## config.mk

```make
export PLATFORM = sky130hd
export DESIGN_NAME = sdc_status_irq
export DESIGN_NICKNAME = d
export VERILOG_FILES = /design/src/rtl/sdc_stat_pkg.sv /design/src/rtl/sdc_sync.sv /design/src/rtl/sdc_w1c_bank.sv /design/src/rtl/sdc_detect.sv /design/src/rtl/sdc_cfg_regs.sv /design/src/rtl/sdc_status_irq.sv
export SDC_FILE = /design/constraint.sdc
export NUM_CORES = 1
export LEC_CHECK = 0
export BUFFER_PORTS_ARGS = -buffer_cell sky130_fd_sc_hd__buf_2
export CAP_MARGIN = 25
export CORE_MARGIN = 4
export CORE_UTILIZATION = 30
export DETAILED_ROUTE_END_ITERATION = 12
export SYNTH_ARGS = -nofsm -noshare
export SYNTH_HDL_FRONTEND = slang
export SYNTH_SLANG_ARGS = --single-unit
```

## constraint.sdc

```tcl
create_clock -name clk -period 2 [get_ports clk]
set_input_delay 0.5 -clock clk [delete_from_list [all_inputs] [get_ports clk]]
set_output_delay 0.5 -clock clk [all_outputs]
set_load 0.01 [all_outputs]
```

## src/rtl/sdc_stat_pkg.sv

```systemverilog
package sdc_stat_pkg;
  localparam int ADDR_W = 3;

  localparam logic [ADDR_W-1:0] ADR_CTRL   = 3'd0;
  localparam logic [ADDR_W-1:0] ADR_BLK_LO = 3'd1;
  localparam logic [ADDR_W-1:0] ADR_BLK_HI = 3'd2;
  localparam logic [ADDR_W-1:0] ADR_MASK0  = 3'd3;
  localparam logic [ADDR_W-1:0] ADR_MASK1  = 3'd4;
  localparam logic [ADDR_W-1:0] ADR_STAT0  = 3'd5;
  localparam logic [ADDR_W-1:0] ADR_STAT1  = 3'd6;

  // control strobe positions and block-length-high option bits
  localparam int CTRL_START = 0;
  localparam int CTRL_FRST  = 3;
  localparam int HI_IEN     = 7;
  localparam int HI_SRC_PIN = 5;
  localparam int HI_INV     = 4;

  // status byte 0 bit positions
  localparam int S0_WP   = 1;
  localparam int S0_DAT3 = 2;
  localparam int S0_PIN  = 3;
  localparam int S0_MBLK = 4;
  localparam int S0_BLK  = 5;
  localparam int S0_CD   = 6;
  localparam int S0_INS  = 7;

  localparam logic [7:0] CTRL_KEEP   = 8'hF6;
  localparam logic [7:0] MASK0_KEEP  = 8'hF0;
  localparam logic [7:0] MASK1_KEEP  = 8'hFE;
  localparam logic [7:0] STAT0_LATCH = 8'hB0;
  localparam logic [7:0] STAT1_LATCH = 8'hFF;

  typedef struct packed {
    logic wp;
    logic dat3;
    logic pin;
  } pin_set_t;
endpackage

```

## src/rtl/sdc_sync.sv

```systemverilog
module sdc_sync #(
  parameter int W      = 3,
  parameter int STAGES = 2
) (
  input  logic         clk,
  input  logic         rst_n,
  input  logic [W-1:0] d_i,
  output logic [W-1:0] q_o
);
  logic [STAGES-1:0][W-1:0] stg_q;
  logic [STAGES-1:0][W-1:0] stg_d;

  generate
    if (STAGES == 1) begin : g_one
      always_comb stg_d = d_i;
    end else begin : g_chain
      always_comb stg_d = {stg_q[STAGES-2:0], d_i};
    end
  endgenerate

  always_ff @(posedge clk or negedge rst_n) begin
    if (!rst_n) stg_q <= '0;
    else        stg_q <= stg_d;
  end

  assign q_o = stg_q[STAGES-1];
endmodule

```

## src/rtl/sdc_w1c_bank.sv

```systemverilog
module sdc_w1c_bank #(
  parameter int           W          = 8,
  parameter logic [W-1:0] LATCH_MASK = '1
) (
  input  logic         clk,
  input  logic         rst_n,
  input  logic [W-1:0] set_i,
  input  logic         clr_en_i,
  input  logic [W-1:0] clr_bits_i,
  output logic [W-1:0] q_o
);
  for (genvar b = 0; b < W; b++) begin : g_bit
    if (LATCH_MASK[b]) begin : g_lat
      logic bit_d, bit_q, bit_ce;
      always_comb begin
        bit_ce = set_i[b] | clr_en_i;
        bit_d  = bit_q;
        if (clr_en_i && clr_bits_i[b]) bit_d = 1'b0;
        if (set_i[b])                  bit_d = 1'b1;  // set beats clear
      end
      always_ff @(posedge clk or negedge rst_n) begin
        if (!rst_n)      bit_q <= 1'b0;
        else if (bit_ce) bit_q <= bit_d;
      end
      assign q_o[b] = bit_q;
    end else begin : g_tie
      logic unused_in;
      assign unused_in = set_i[b] ^ clr_bits_i[b];
      assign q_o[b]    = 1'b0;
    end
  end
endmodule

```

## src/rtl/sdc_detect.sv

```systemverilog
module sdc_detect (
  input  logic clk,
  input  logic rst_n,
  input  logic pin_s_i,
  input  logic dat3_s_i,
  input  logic src_pin_i,
  input  logic invert_i,
  output logic level_o,
  output logic change_o
);
  logic lvl, seen_q;

  always_comb begin
    lvl      = (src_pin_i ? pin_s_i : dat3_s_i) ^ invert_i;
    change_o = lvl ^ seen_q;
  end

  always_ff @(posedge clk or negedge rst_n) begin
    if (!rst_n) seen_q <= 1'b0;
    else        seen_q <= lvl;
  end

  assign level_o = lvl;
endmodule

```

## src/rtl/sdc_cfg_regs.sv

```systemverilog
module sdc_cfg_regs
  import sdc_stat_pkg::*;
#(
  parameter int BLK_W = 11
) (
  input  logic              clk,
  input  logic              rst_n,
  input  logic              wr_en_i,
  input  logic [ADDR_W-1:0] wr_addr_i,
  input  logic [7:0]        wr_data_i,
  output logic [7:0]        ctrl_o,
  output logic [7:0]        blk_lo_o,
  output logic [7:0]        blk_hi_o,
  output logic [7:0]        mask0_o,
  output logic [7:0]        mask1_o,
  output logic              start_o,
  output logic              frst_o,
  output logic [BLK_W-1:0]  blk_size_m1_o
);
  localparam int HI_W = BLK_W - 8;

  logic [7:0] ctrl_q, lo_q, hi_q, m0_q, m1_q;
  logic [7:0] ctrl_d, m0_d, m1_d;
  logic       start_q, frst_q, start_d, frst_d;
  logic       we_ctrl, we_lo, we_hi, we_m0, we_m1;

  always_comb begin
    we_ctrl = wr_en_i && (wr_addr_i == ADR_CTRL);
    we_lo   = wr_en_i && (wr_addr_i == ADR_BLK_LO);
    we_hi   = wr_en_i && (wr_addr_i == ADR_BLK_HI);
    we_m0   = wr_en_i && (wr_addr_i == ADR_MASK0);
    we_m1   = wr_en_i && (wr_addr_i == ADR_MASK1);
    ctrl_d  = wr_data_i & CTRL_KEEP;
    m0_d    = wr_data_i & MASK0_KEEP;
    m1_d    = wr_data_i & MASK1_KEEP;
    start_d = we_ctrl & wr_data_i[CTRL_START];
    frst_d  = we_ctrl & wr_data_i[CTRL_FRST];
  end

  always_ff @(posedge clk or negedge rst_n) begin
    if (!rst_n) begin
      ctrl_q  <= '0;
      lo_q    <= '0;
      hi_q    <= '0;
      m0_q    <= '0;
      m1_q    <= '0;
      start_q <= 1'b0;
      frst_q  <= 1'b0;
    end else begin
      if (we_ctrl) ctrl_q <= ctrl_d;
      if (we_lo)   lo_q   <= wr_data_i;
      if (we_hi)   hi_q   <= wr_data_i;
      if (we_m0)   m0_q   <= m0_d;
      if (we_m1)   m1_q   <= m1_d;
      start_q <= start_d;
      frst_q  <= frst_d;
    end
  end

  assign ctrl_o        = ctrl_q;
  assign blk_lo_o      = lo_q;
  assign blk_hi_o      = hi_q;
  assign mask0_o       = m0_q;
  assign mask1_o       = m1_q;
  assign start_o       = start_q;
  assign frst_o        = frst_q;
  assign blk_size_m1_o = {hi_q[HI_W-1:0], lo_q};
endmodule

```

## src/rtl/sdc_status_irq.sv

```systemverilog
module sdc_status_irq
  import sdc_stat_pkg::*;
#(
  parameter int SYNC_STAGES = 2,
  parameter int BLK_W       = 11
) (
  input  logic              clk,
  input  logic              rst_n,
  input  logic              wr_en_i,
  input  logic [ADDR_W-1:0] wr_addr_i,
  input  logic [7:0]        wr_data_i,
  input  logic [ADDR_W-1:0] rd_addr_i,
  output logic [7:0]        rd_data_o,
  input  logic [7:0]        rsp_evt_i,
  input  logic              blk_done_i,
  input  logic              mblk_done_i,
  input  logic              cd_pin_i,
  input  logic              cd_dat3_i,
  input  logic              wp_pin_i,
  output logic              cmd_start_o,
  output logic              fifo_rst_o,
  output logic [3:0]        cmd_type_o,
  output logic [BLK_W-1:0]  blk_size_m1_o,
  output logic              irq_o
);
  logic [7:0] ctrl_q, blk_lo_q, blk_hi_q, mask0_q, mask1_q;
  logic [7:0] st0_lat, st1_q, st0_set, st0_view;
  logic       clr0_en, clr1_en, cd_level, cd_change, irq_en;
  pin_set_t   pins_raw, pins_s;

  sdc_cfg_regs #(.BLK_W(BLK_W)) u_cfg (
    .clk           (clk),
    .rst_n         (rst_n),
    .wr_en_i       (wr_en_i),
    .wr_addr_i     (wr_addr_i),
    .wr_data_i     (wr_data_i),
    .ctrl_o        (ctrl_q),
    .blk_lo_o      (blk_lo_q),
    .blk_hi_o      (blk_hi_q),
    .mask0_o       (mask0_q),
    .mask1_o       (mask1_q),
    .start_o       (cmd_start_o),
    .frst_o        (fifo_rst_o),
    .blk_size_m1_o (blk_size_m1_o)
  );

  assign pins_raw = '{wp: wp_pin_i, dat3: cd_dat3_i, pin: cd_pin_i};

  sdc_sync #(.W($bits(pin_set_t)), .STAGES(SYNC_STAGES)) u_sync (
    .clk   (clk),
    .rst_n (rst_n),
    .d_i   (pins_raw),
    .q_o   (pins_s)
  );

  sdc_detect u_det (
    .clk       (clk),
    .rst_n     (rst_n),
    .pin_s_i   (pins_s.pin),
    .dat3_s_i  (pins_s.dat3),
    .src_pin_i (blk_hi_q[HI_SRC_PIN]),
    .invert_i  (blk_hi_q[HI_INV]),
    .level_o   (cd_level),
    .change_o  (cd_change)
  );

  always_comb begin
    st0_set          = '0;
    st0_set[S0_INS]  = cd_change;
    st0_set[S0_BLK]  = blk_done_i;
    st0_set[S0_MBLK] = mblk_done_i;
    clr0_en          = wr_en_i && (wr_addr_i == ADR_STAT0);
    clr1_en          = wr_en_i && (wr_addr_i == ADR_STAT1);
  end

  sdc_w1c_bank #(.W(8), .LATCH_MASK(STAT0_LATCH)) u_st0 (
    .clk        (clk),
    .rst_n      (rst_n),
    .set_i      (st0_set),
    .clr_en_i   (clr0_en),
    .clr_bits_i (wr_data_i),
    .q_o        (st0_lat)
  );

  sdc_w1c_bank #(.W(8), .LATCH_MASK(STAT1_LATCH)) u_st1 (
    .clk        (clk),
    .rst_n      (rst_n),
    .set_i      (rsp_evt_i),
    .clr_en_i   (clr1_en),
    .clr_bits_i (wr_data_i),
    .q_o        (st1_q)
  );

  always_comb begin
    st0_view          = st0_lat;
    st0_view[S0_WP]   = pins_s.wp;
    st0_view[S0_DAT3] = pins_s.dat3;
    st0_view[S0_PIN]  = pins_s.pin;
    st0_view[S0_CD]   = cd_level;
  end

  assign irq_en     = blk_hi_q[HI_IEN];
  assign irq_o      = irq_en & ((|(st0_lat & mask0_q)) | (|(st1_q & mask1_q)));
  assign cmd_type_o = ctrl_q[7:4];

  always_comb begin
    case (rd_addr_i)
      ADR_CTRL:   rd_data_o = ctrl_q;
      ADR_BLK_LO: rd_data_o = blk_lo_q;
      ADR_BLK_HI: rd_data_o = blk_hi_q;
      ADR_MASK0:  rd_data_o = mask0_q;
      ADR_MASK1:  rd_data_o = mask1_q;
      ADR_STAT0:  rd_data_o = st0_view;
      ADR_STAT1:  rd_data_o = st1_q;
      default:    rd_data_o = 8'h00;
    endcase
  end
endmodule

```

---- Yosys cells after proc, flatten, opt, wreduce, memory -nomap -nowiden ----
Index checks and enable logic that the tools add are counted.
storage, ports and cells
  register bits after elaboration ......... 53
  bits in latches ......................... 0
  memory bits (writable) .................. 0
  ROM bits ................................ 0
  bits of input ports ..................... 30
  output and inout bits ................... 26
  word-level logic and storage cells ...... 120
  memories ................................ 0
cells by class
  add/subtract/negate cells ............... 0
  multiply operators ...................... 0
  divide/modulo/power cells ............... 0
  order comparisons ....................... 0
  equality and inequality tests ........... 12
  shift operators ......................... 0
  muxes and demuxes ....................... 24
  bitwise logic cells ..................... 19
  reductions and logical operators ........ 44
operator list
  operator            number
  $pmux 8 s7          1
  $mux 1              23
  $reduce_and 2->1    11
  $reduce_bool 2->1   11
  $eq 3x3->1 const B  6
  $logic_and 1x1->1   18
  $and 8x8->8         2
  $reduce_or 8->1     2
  $eq 3x2->1 const B  4
  $or 1x1->1          12
  $eq 3x1->1 const B  2
  $logic_not 3->1     2
  $and 1x1->1         3
  $xor 1x1->1         2

---- Logic depth before layout (Yosys ltp) ----
Gate-level depths: netlist (run 1).
  word-level depth ........................ 5
  depth in mapped cells ................... 5
  gate-level depth less buffers ........... 3

---- Hierarchy ----
From an unflattened synthesis (run 1), not the netlist that was laid out.
second synthesis, totals
  cell total of the unflattened synthesis .. 234
  area total of the unflattened synthesis .. 2,826.5 um^2
modules (own cells, without submodules)
  module                 instances  cells each  area an instance (um^2)  seq. area each (um^2)
  sdc_cfg_regs           1          97          1,505.2                  875.8
  sdc_status_irq         1          75          575.6                    0.0
  sdc_w1c_bank at u_st1  1          33          357.8                    200.2
  sdc_w1c_bank at u_st0  1          18          172.7                    75.1
  sdc_sync               1          6           150.1                    150.1
  sdc_detect             1          5           65.1                     25.0

---- Worst setup path before layout (run 1) ----
No wires, ideal clock.
  kind .................................... in2out
  from .................................... in rd_addr_i[0]
  to ...................................... out rd_data_o[2]
  arrival time ............................ 1,385 ps
  data required time ...................... 1,500 ps
  path slack .............................. 115 ps
  cell stages on the path ................. 4
  path buffers ............................ 1
  cell sequence ........................... buf_2 > mux2_2 > a221oi_1 > nor2_1
on the way
  longest elaborated chain between the ends .. 2
  elaborated cells between the ends (all ways) .. 8
  those cells by class .................... eq/ne: 6; mux: 1; reduce/logical: 1
ends and longest elaborated chain
  item                                      line                   text
  start: declaration                        sdc_status_irq.sv:12   input logic [ADDR_W-1:0] rd_addr_i,
  $eq 3x3->1, or another cell as far along  sdc_status_irq.sv:107  case (rd_addr_i)
  $pmux 8 s7 *                              sdc_status_irq.sv:107
  end: declaration                          sdc_status_irq.sv:13   output logic [7:0] rd_data_o,
Every way passes the cells marked *; elsewhere a longest branch is shown, timed or not.

---- Worst setup path in the final report (run 1) ----
  from .................................... reg u_cfg.hi_q[5] (netlist: u_cfg.blk_hi_o[5])
  to ...................................... out rd_data_o[6]
on the way
  longest elaborated chain between the ends .. 3
ends and longest elaborated chain
  item                      line                   text
  start: declaration        sdc_cfg_regs.sv:22     logic [7:0] ctrl_q, lo_q, hi_q, m0_q, m1_q;
  start signal: assignment  sdc_cfg_regs.sv:52     if (we_hi) hi_q <= wr_data_i;
  $mux 1                    sdc_detect.sv:14       lvl = (src_pin_i ? pin_s_i : dat3_s_i) ^ invert_i;
  $xor 1x1->1               sdc_detect.sv:14
  named net cd_level        sdc_status_irq.sv:28   logic clr0_en, clr1_en, cd_level, cd_change, irq_en;
  $pmux 8 s7                sdc_status_irq.sv:107
The timed path passes the listed nets, and every way through them passes these cells.

==> impl_metrics.py, run 1 <==
metrics = {
    "status": {
        "status": "finished with violations",
        "violations": "negative setup slack",
    },
    "logic_synthesis": {
        "synth_area_per_cell_um2": 13.2,
        "synth.distinct_cells": 40,
        "yosysTopAreaCell": "dfrtp_1",
        "syn-num-nets": 227,
        "yosys.area.top_type_share_pct": 51.1,
        "syn_inst": 197,
        "synth_area_um2": 2600,
        "ys_seq_elements": 53,
        "ys.flop_type": "dfrtp_1",
        "synth_warnings": 0,
        "synth_edf_count": 0,
        "synthArstFlopShare_pct": 100,
        "synth-seq-area-share_pct": 51.1,
        "synth.area.top_cells": "dfrtp_1 51%, mux2_2 9.5%, mux2_4 8.1%",
    },
    "sta": {
        "fin_hold_ws_ns": 0.167,
        "clock_skew_ns": 0.00605,
        "setup_ws_ns": -0.0629,
        "hold_violations": 0,
        "setup_tns_ns": -0.0629,
        "fin_crit_sh_pct": 103,
        "finalCriticalPeriod_ns": 2.06,
        "rsz0062_at_grt": "yes",
        "fmax_ghz": 0.485,
        "setup_viol": 1,
        "worst_slew_pin_slew_ns": 0.501,
        "maxSlewViolCount": 0,
        "relSlewSlack_pct": 66.5,
    },
    "critical_path": {
        "required_ns": 1.50,
        "timing_worst_setup_path_type": "flip-flop to primary output",
        "cp_data_arrival_time_ns": 1.56,
        "crit_path_max_fanout": 2,
        "cp-start-kind": "flip-flop",
        "cp-end-kind": "primary output",
    },
    "floorplanning": {
        "die_w_um": 101,
        "ios": 56,
        "die_area_um2": 10200,
        "die_height_um": 101,
        "rows": 33,
        "core-area_um2": 8300,
        "initial_core_util_pct": 31.3,
    },
    "global_route": {
        "grt_pass1_wl_um": 10300,
        "grt_max_degree": 54,
        "grt_remaining_overflow": 0,
        "grt_use_total_pct": 13.2,
        "antenna_found_initial": 0,
        "grt_pass1_vias": 1874,
    },
    "finish": {
        "final_net_count": 295,
        "nFillCells": 821,
        "multi_input_area_um2": 1230,
        "regArea_um2": 1330,
        "postLayoutCoreUtil_pct": 39.9,
        "area_growth_pct": 27.5,
        "final_area_um2": 3310,
        "drive_gt1_share_pct": 53.4,
        "insertedDiodeCount": 0,
    },
    "clock_network": {
        "cts.sinks": 53,
        "insertion_delay_ns": 0.31,
        "cts_buffer_depth": 2,
        "ctsHoldBuffers": 0,
        "htree_levels": 2,
        "path_clk_slew_ns": 0.10,
        "cts_tree": "yes",
        "cts-root-buf": "clkbuf_8",
        "cts_made_buffers": 5,
    },
    "power": {
        "vdd_drop_max_mv": 0.310,
        "p_leak_nw": 1.48,
        "powerDensity_nw_per_um2": 861,
    },
    "routing": {
        "wirelength_um": 6510,
        "drc": 0,
        "antenna_left": 0,
        "vias": 1849,
        "initialDrtViolationCount": 87,
        "avgViaCountPerCell": 4.98,
        "drt_pre_antenna_iters": 4,
        "drt-wirelength-per-cell_um": 17.5,
    },
    "placement": {
        "dpl-instance-area_um2": 3060,
        "pre_cts_slack_ns": -0.202,
        "hpwlAfterDp_um": 4790,
        "globalplace.congestion": 0.803,
        "port_buffers": 55,
    },
    "job": {
        "cap_violations": 0,
    },
    "worst_hold_path": {
        "worstHoldPathType": "input port to asynchronous set/reset pin",
    },
}
area by class of cell:
class	instances	share of cell area [%]
Clock buffer	5	2.08
Clock inverter	3	1.40
Inverter	5	0.680
Multi-Input combinational cell	124	37.2
Sequential cell	53	40.1
Tap cell	105	3.97
Timing Repair Buffer	76	14.6
repair_timing:
action	in CTS	in global routing
hold endpoints to repair	0	0
endpoints found under the setup margin	9	9
buffers inserted	2	1
resized for setup	11	18
pin swaps	5	4
critical path, cell delays in order, from the launching register on:
cell and delay, ns:
dfrtp_2 0.45, mux2i_4 0.20, xnor2_2 0.15, a311o_1 0.30
buf_2 0.15
state kept, by name, indices dropped and copies added, names as in the netlist, 3 cells and up:
name,count
u_cfg.blk_hi_o,8
u_cfg.blk_lo_o,8
u_cfg.ctrl_o,6
u_cfg.mask0_o,4
u_cfg.mask1_o,7
u_st0.g_bit.g_lat.bit_q,3
u_st1.g_bit.g_lat.bit_q,8
u_sync.q_o,3
u_sync.stg_d,3
path summary, 6_finish.rpt:
path | startpoint | to | slack (ns) | cells after the start
max | u_cfg.blk_hi_o[5]$_DFFE_PN0P_ | rd_data_o[6] | -0.06 | 4
min | rst_n | u_cfg.blk_hi_o[1]$_DFFE_PN0P_ | 0.17 | 2
max reg2reg | u_cfg.blk_hi_o[5]$_DFFE_PN0P_ | u_st0.g_bit[7].g_lat.bit_q$_DFFE_PN0P_ | 0.69 | 4
min reg2reg | u_sync.stg_d[3]$_DFF_PN0_ | u_sync.q_o[0]$_DFF_PN0_ | 0.36 | 0
max in group asynchronous | rst_n | u_cfg.blk_hi_o[5]$_DFFE_PN0P_ | 1.59 | 2
min in group clk | cd_pin_i | u_sync.stg_d[3]$_DFF_PN0_ | 0.29 | 1
per-layer routing:
layer,routed length [um],part of all wire [%],up-vias,global-route usage (%)
li1,-,-,861,-
met1,3020,46,914,19.2
met2,2950,45,68,19.7
met3,481,7.4,6,3.32
met4,55,0.85,0,2.76
met5,0,0,-,0
metrics by stage:
stage / power, mW / std cells
6_report: 2.85 / 371
5_1_grt: 3.00 / 371
4_1_cts: 2.84 / 370
3_5_place_dp: 2.06 / 360
3_3_place_gp: 2.05 / 360
2_1_floorplan: 1.81 / 197
layout by cell type (no fill, tap or decap), types with 2 or more instances in the layout:
cell and count:
o22ai_1 2, mux2_4 15, and3b_1 2, mux2i_1 8, and2_2 2, o32ai_1 2, and4b_2 2, a21o_1 11
a22o_1 4, mux2_2 21, buf_6 3, nand2_1 17, and4bb_1 2, o21ai_0 2, nand2b_1 2, clkinvlp_4 2
a221oi_2 5, a31oi_1 5, buf_4 18, inv_1 3, dfrtp_1 52, buf_2 52, clkbuf_8 5, nor2b_4 2
buf_12 2
power breakdown:
part	total, mW	internal (mW)	switching (mW)	leakage [nW]
Combinational	0.738	0.429	0.309	0.826
Sequential	1.37	1.24	0.132	0.603
Clock	0.743	0.375	0.367	0.0543
Total	2.85	2.04	0.809	1.48
cells in the mapped netlist (3+ instances only):
cell type,instances
buf_2,3
a22o_1,4
mux2_4,14
dfrtp_1,53
mux2i_1,9
a31oi_1,5
nand2_1,17
a21o_1,11
o22ai_1,3
o21ai_0,3
inv_1,4
a221oi_1,5
buf_4,9
mux2_2,22
logic make-up after synthesis:
group,after synthesis,share of synthesized area [%]
AOI/OAI and AO/OA,41,11.8
xor gates and xnor gates,2,1.20
buffers and inverters,20,4.91
DFF,53,51.1
muxes,46,22.0
and+or+nand+nor,35,9.01
Note: power is estimated with default switching activity, not from simulation.
==> run 2: changes to the inputs <==
--- a/config.mk
+++ b/config.mk
@@ -7,6 +7,7 @@
 export LEC_CHECK = 0
 export BUFFER_PORTS_ARGS = -buffer_cell sky130_fd_sc_hd__buf_2
 export CAP_MARGIN = 25
+export CORE_ASPECT_RATIO = 1.25
 export CORE_MARGIN = 4
 export CORE_UTILIZATION = 30
 export DETAILED_ROUTE_END_ITERATION = 12
==> run 2 against run 1 <==
The flow still finishes with violations (negative setup slack). Die area hardly changed. Clock power decreased by 19%. Sequential power hardly changed. Register-to-register slack worse by 0.04 ns. Non-clock buffer count is 5 higher. Power fell by 4.6%. Maximum frequency down 0.34%. Wire length increased by 2.1%. Flip-flop and latch count stayed put. Hold slack worse by 0.032 ns. Sequential share of layout area grew 0.38 points. Design area fell by 1.0%.
==> impl_metrics.py, run 2 (synthesis results as in run 1) <==
metrics = {
    "status": {
        "status": "finished with violations",
        "violations": "negative setup slack",
    },
    "global_route": {
        "grt_pass1_wl_um": 10800,
        "antenna_found_initial": 0,
        "busiest_layer": "met2",
        "grt_remaining_overflow": 0,
        "use_met2_pct": 22.2,
        "grt_max_degree": 23,
        "met1_usage_pct": 17.8,
        "grt_pass1_vias": 1942,
        "grt_use_total_pct": 13.5,
        "grt_use_met3_pct": 2.61,
    },
    "finish": {
        "drive_gt1_share_pct": 53.5,
        "postLayoutCoreUtil_pct": 39.3,
        "final_cell_mix": "53 x dfrtp_1, 52 x buf_2, 25 x buf_4",
        "area_growth_pct": 26.2,
        "final_net_count": 300,
        "final_area_um2": 3280,
        "insertedDiodeCount": 0,
        "mostFrequentLayoutCell": "dfrtp_1",
        "final_cells": 368,
    },
    "clock_network": {
        "cts_made_buffers": 5,
        "path_clk_slew_ns": 0.10,
        "cts_tree": "yes",
        "insertion_delay_ns": 0.30,
        "cts.sinks": 53,
        "ctsHoldBuffers": 0,
        "cts-root-buf": "clkbuf_8",
        "htree_levels": 2,
        "cts_buffer_depth": 2,
    },
    "power": {
        "switching_power_mw": 0.801,
        "pwr-share-clk_pct": 22.0,
        "seq_power_share_pct": 50.5,
        "vdd_drop_max_mv": 0.353,
        "p_leak_nw": 1.48,
        "swShare_pct": 29.4,
        "powerDensity_nw_per_um2": 830,
        "p_int_mw": 1.92,
        "combPwrFrac_pct": 27.4,
    },
    "sta": {
        "rsz0062_at_grt": "yes",
        "fin_crit_sh_pct": 103,
        "fmax_ghz": 0.483,
        "maxSlewViolCount": 0,
        "relSlewSlack_pct": 67.4,
        "clock_skew_ns": 0.00626,
        "hold_violations": 0,
        "finalCriticalPeriod_ns": 2.07,
        "setup_ws_ns": -0.0699,
        "setup_viol": 2,
        "worst_slew_pin_slew_ns": 0.490,
        "fin_hold_ws_ns": 0.135,
    },
    "floorplanning": {
        "initial_core_util_pct": 31.2,
        "rows": 37,
        "die_area_um2": 10200,
        "die_w_um": 91.2,
        "ios": 56,
        "core-area_um2": 8330,
        "die_height_um": 112,
    },
    "placement": {
        "globalplace.congestion": 0.823,
        "hpwlAfterDp_um": 4990,
        "placedCellCount": 355,
        "dpl-instance-area_um2": 3040,
        "port_buffers": 55,
    },
    "routing": {
        "avgViaCountPerCell": 4.97,
        "initialDrtViolationCount": 88,
        "drc": 0,
        "drt-wirelength-per-cell_um": 18.1,
        "vias": 1829,
        "drt_pre_antenna_iters": 4,
        "antenna_left": 0,
        "wirelength_um": 6650,
    },
    "critical_path": {
        "crit_path_max_fanout": 2,
        "r2r-start": "u_cfg.blk_hi_o[5]$_DFFE_PN0P_",
        "cp-end-kind": "primary output",
        "required_ns": 1.50,
        "cp-start-kind": "flip-flop",
        "cp_data_arrival_time_ns": 1.57,
        "timing_worst_setup_path_type": "flip-flop to primary output",
        "startpoint": "u_cfg.blk_hi_o[5]$_DFFE_PN0P_",
    },
    "job": {
        "cap_violations": 0,
    },
    "worst_hold_path": {
        "worstHoldPathType": "input port to asynchronous set/reset pin",
    },
}
[run 2: changes by cell type in the layout (fill, tap and decap cells not counted), sizes merged]
cell,delta
buf,+5
bufinv,-1
clkbuf,+1
[run 2: area by class of cell]
class	count	area (um^2)
clock inverter	2	15.0
sequential	53	1330
timing repair buffer	81	497
tap	97	121
fill	809	5050
clock buffer	6	72.6
multi-input combinational	124	1230
inverter	5	20.0
[run 2: critical path: stages, from the launching register on]
cell	delay, ns
dfrtp_1	0.42
mux2i_4	0.31
xnor2_2	0.11
a311o_1	0.29
buf_2	0.14
[run 2: final timing paths]
kind / slack [ns] / end / cells after the start
worst max register to register: 0.65 / u_st0.g_bit[7].g_lat.bit_q$_DFFE_PN0P_ / 4
min in group clk: 0.29 / u_sync.stg_d[5]$_DFF_PN0_ / 1
worst max-delay path: -0.07 / rd_data_o[6] / 4
worst min-delay path: 0.14 / u_cfg.blk_lo_o[1]$_DFFE_PN0P_ / 1
worst min register to register: 0.36 / u_sync.q_o[1]$_DFF_PN0_ / 0
max in group asynchronous: 1.24 / u_st0.g_bit[5].g_lat.bit_q$_DFFE_PN0P_ / 2
[run 2: power groups by stage]
stage	Sequential [mW]	Clock (mW)	Combinational, mW
after global routing	1.40	0.665	0.817
after global placement	1.39	0	0.659
after floorplan	1.37	0	0.446
after detailed placement	1.39	0	0.674
after CTS	1.37	0.635	0.732
final	1.38	0.599	0.746
[run 2: timing repair]
action / CTS / global route
setup buffers: 4 / 1
gates resized for setup: 16 / 10
endpoints found under the hold margin: 0 / 0
cloned: 0 / 0
pin swaps: 7 / 6
endpoints found under the setup margin: 8 / 8
[run 2: routing by layer]
layer | up-vias | part of all wire, %
li1 | 869 | -
met1 | 905 | 46
met2 | 44 | 48
met3 | 11 | 4.0
met4 | 0 | 1.9
met5 | - | 0
[run 2: per-stage QoR]
stage / total power, mW / TNS, ns / worst slack (ns)
floorplan: 1.81 / 0 / 0.115
global placement: 2.05 / -0.781 / -0.192
detailed placement: 2.06 / -0.966 / -0.237
CTS: 2.74 / -0.126 / -0.0926
global route: 2.88 / -0.364 / -0.124
finish: 2.72 / -0.0751 / -0.0699
==> run 3: changes to the inputs <==
--- a/config.mk
+++ b/config.mk
@@ -11,6 +11,7 @@
 export CORE_MARGIN = 4
 export CORE_UTILIZATION = 30
 export DETAILED_ROUTE_END_ITERATION = 12
+export REMOVE_ABC_BUFFERS = 1
 export SYNTH_ARGS = -nofsm -noshare
 export SYNTH_HDL_FRONTEND = slang
 export SYNTH_SLANG_ARGS = --single-unit
==> run 3 against run 2 <==
The flow still finishes with violations (negative setup slack). Register-to-register slack worse by 0.58 ns. Critical path depth unchanged. Count of clock-buffer cells in the layout unchanged. Clock skew down 0.0030 ns. Maximum frequency down 1.1%. First-iteration DRC count up 42%. Sequential power about the same. Combinational power up 9.0%. Largest power group unchanged. Highest routed layer unchanged. Critical path type unchanged.
==> impl_metrics.py, run 3 (synthesis results as in run 1) <==
metrics = {
    "status": {
        "status": "finished with violations",
        "violations": "negative setup slack",
    },
    "floorplanning": {
        "rows": 37,
        "ios": 56,
        "die_height_um": 112,
        "core-area_um2": 8330,
        "die_w_um": 91.2,
        "die_area_um2": 10200,
        "initial_core_util_pct": 31.2,
    },
    "job": {
        "cap_violations": 0,
    },
    "critical_path": {
        "crit_path_max_fanout": 2,
        "cp-start-kind": "flip-flop",
        "cp_data_arrival_time_ns": 1.59,
        "timing_worst_setup_path_type": "flip-flop to primary output",
        "required_ns": 1.50,
        "cp-end-kind": "primary output",
    },
    "power": {
        "swShare_pct": 27.8,
        "combPwrFrac_pct": 27.5,
        "p_leak_nw": 1.54,
        "pwr-share-clk_pct": 25.9,
        "powerDensity_nw_per_um2": 874,
        "switching_power_mw": 0.821,
        "total_power_mw": 2.95,
        "vdd_drop_max_mv": 0.350,
        "p_int_mw": 2.13,
        "seq_power_share_pct": 46.6,
    },
    "routing": {
        "vias": 1869,
        "antenna_left": 0,
        "wirelength_um": 6890,
        "avgViaCountPerCell": 5.01,
        "drc": 0,
        "drt_pre_antenna_iters": 4,
        "drt-wirelength-per-cell_um": 18.5,
        "initialDrtViolationCount": 125,
    },
    "finish": {
        "final_net_count": 305,
        "mostFrequentLayoutCell": "dfrtp_1",
        "final_cell_mix": "53 x dfrtp_1, 52 x buf_2, 29 x buf_4",
        "nFillCells": 804,
        "area_growth_pct": 30.1,
        "drive_gt1_share_pct": 54.3,
        "postLayoutCoreUtil_pct": 40.6,
        "insertedDiodeCount": 0,
    },
    "placement": {
        "port_buffers": 55,
        "globalplace.congestion": 0.794,
        "hpwlAfterDp_um": 4940,
    },
    "sta": {
        "fin_hold_ws_ns": 0.170,
        "hold_violations": 0,
        "finalCriticalPeriod_ns": 2.09,
        "setup_tns_ns": -0.0926,
        "worst_slew_pin_slew_ns": 0.461,
        "fin_crit_sh_pct": 105,
        "rsz0062_at_grt": "yes",
        "clock_skew_ns": 0.00322,
        "setup_viol": 1,
        "relSlewSlack_pct": 69.2,
        "setup_ws_ns": -0.0926,
        "fmax_ghz": 0.478,
        "maxSlewViolCount": 0,
    },
    "clock_network": {
        "htree_levels": 2,
        "insertion_delay_ns": 0.31,
        "cts.sinks": 53,
        "cts_made_buffers": 5,
        "cts_buffer_depth": 2,
        "ctsHoldBuffers": 0,
        "path_clk_slew_ns": 0.10,
        "cts_tree": "yes",
        "cts-root-buf": "clkbuf_8",
    },
    "global_route": {
        "grt_max_degree": 54,
        "grt_use_total_pct": 13.8,
        "grt_pass1_wl_um": 11000,
        "grt_pass1_vias": 2052,
        "antenna_found_initial": 0,
        "grt_remaining_overflow": 0,
    },
    "worst_hold_path": {
        "worstHoldPathType": "input port to asynchronous set/reset pin",
    },
}
run 3: area by class of cell:
| class | count | area, um^2 | area share (%) |
|---|---|---|---|
| clock buffers | 6 | 82.6 | 2.44 |
| clock inverters | 2 | 37.5 | 1.11 |
| inverters | 5 | 18.8 | 0.555 |
| multi-input cells | 124 | 1220 | 36.2 |
| flip-flops and latches | 53 | 1330 | 39.2 |
| well taps | 97 | 121 | 3.59 |
| repair buffers | 86 | 569 | 16.8 |
run 3: worst paths after layout:
kind | from | slack [ns] | cells after the start | endpoint
max | u_cfg.blk_hi_o[5]$_DFFE_PN0P_ | -0.09 | 4 | rd_data_o[6]
min | rst_n | 0.17 | 2 | u_cfg.frst_o$_DFF_PN0_
max reg2reg | u_cfg.blk_hi_o[5]$_DFFE_PN0P_ | 0.07 | 10 | u_det.seen_q$_DFF_PN0_
min reg2reg | u_sync.stg_d[4]$_DFF_PN0_ | 0.35 | 0 | u_sync.q_o[1]$_DFF_PN0_
max in group asynchronous | rst_n | 1.59 | 2 | u_sync.q_o[2]$_DFF_PN0_
min in group clk | cd_pin_i | 0.29 | 1 | u_sync.stg_d[3]$_DFF_PN0_
run 3: critical path, cell delays in order, from the launching register on:
cell	delay, ns
dfrtp_1	0.40
mux2i_2	0.31
xnor2_1	0.13
a311o_1	0.29
buf_2	0.15
run 3: power by group through the flow:
stage,registers [mW],clock network (mW),logic (mW)
finish,1.38,0.764,0.813
global route,1.40,0.829,0.881
CTS,1.37,0.781,0.805
detailed placement,1.39,0,0.676
global placement,1.38,0,0.665
floorplan,1.38,0,0.367
run 3: metal layers:
metal  vias up  track usage (%)  routed length (um)
met5         -                0                   0
met4         0             5.43                 146
met3        10             2.35                 225
met2        45             24.0                3550
met1       939             16.9                2970
li1        875                -                   -
run 3: timing repair:
action                     in CTS  in global routing
pin swaps                       6                  6
setup buffers                  13                  0
gates cloned                    0                  1
gates resized for setup        16                 10
setup endpoints to repair       8                 10
run 3: stage by stage:
step / instances / area (um^2) / setup slack (ns)
global placement: 354 / 3050 / -0.134
global route: 373 / 3380 / -0.178
detailed placement: 354 / 3050 / -0.149
floorplan: 182 / 2490 / 0.315
finish: 373 / 3380 / -0.0926
CTS: 374 / 3330 / -0.0897
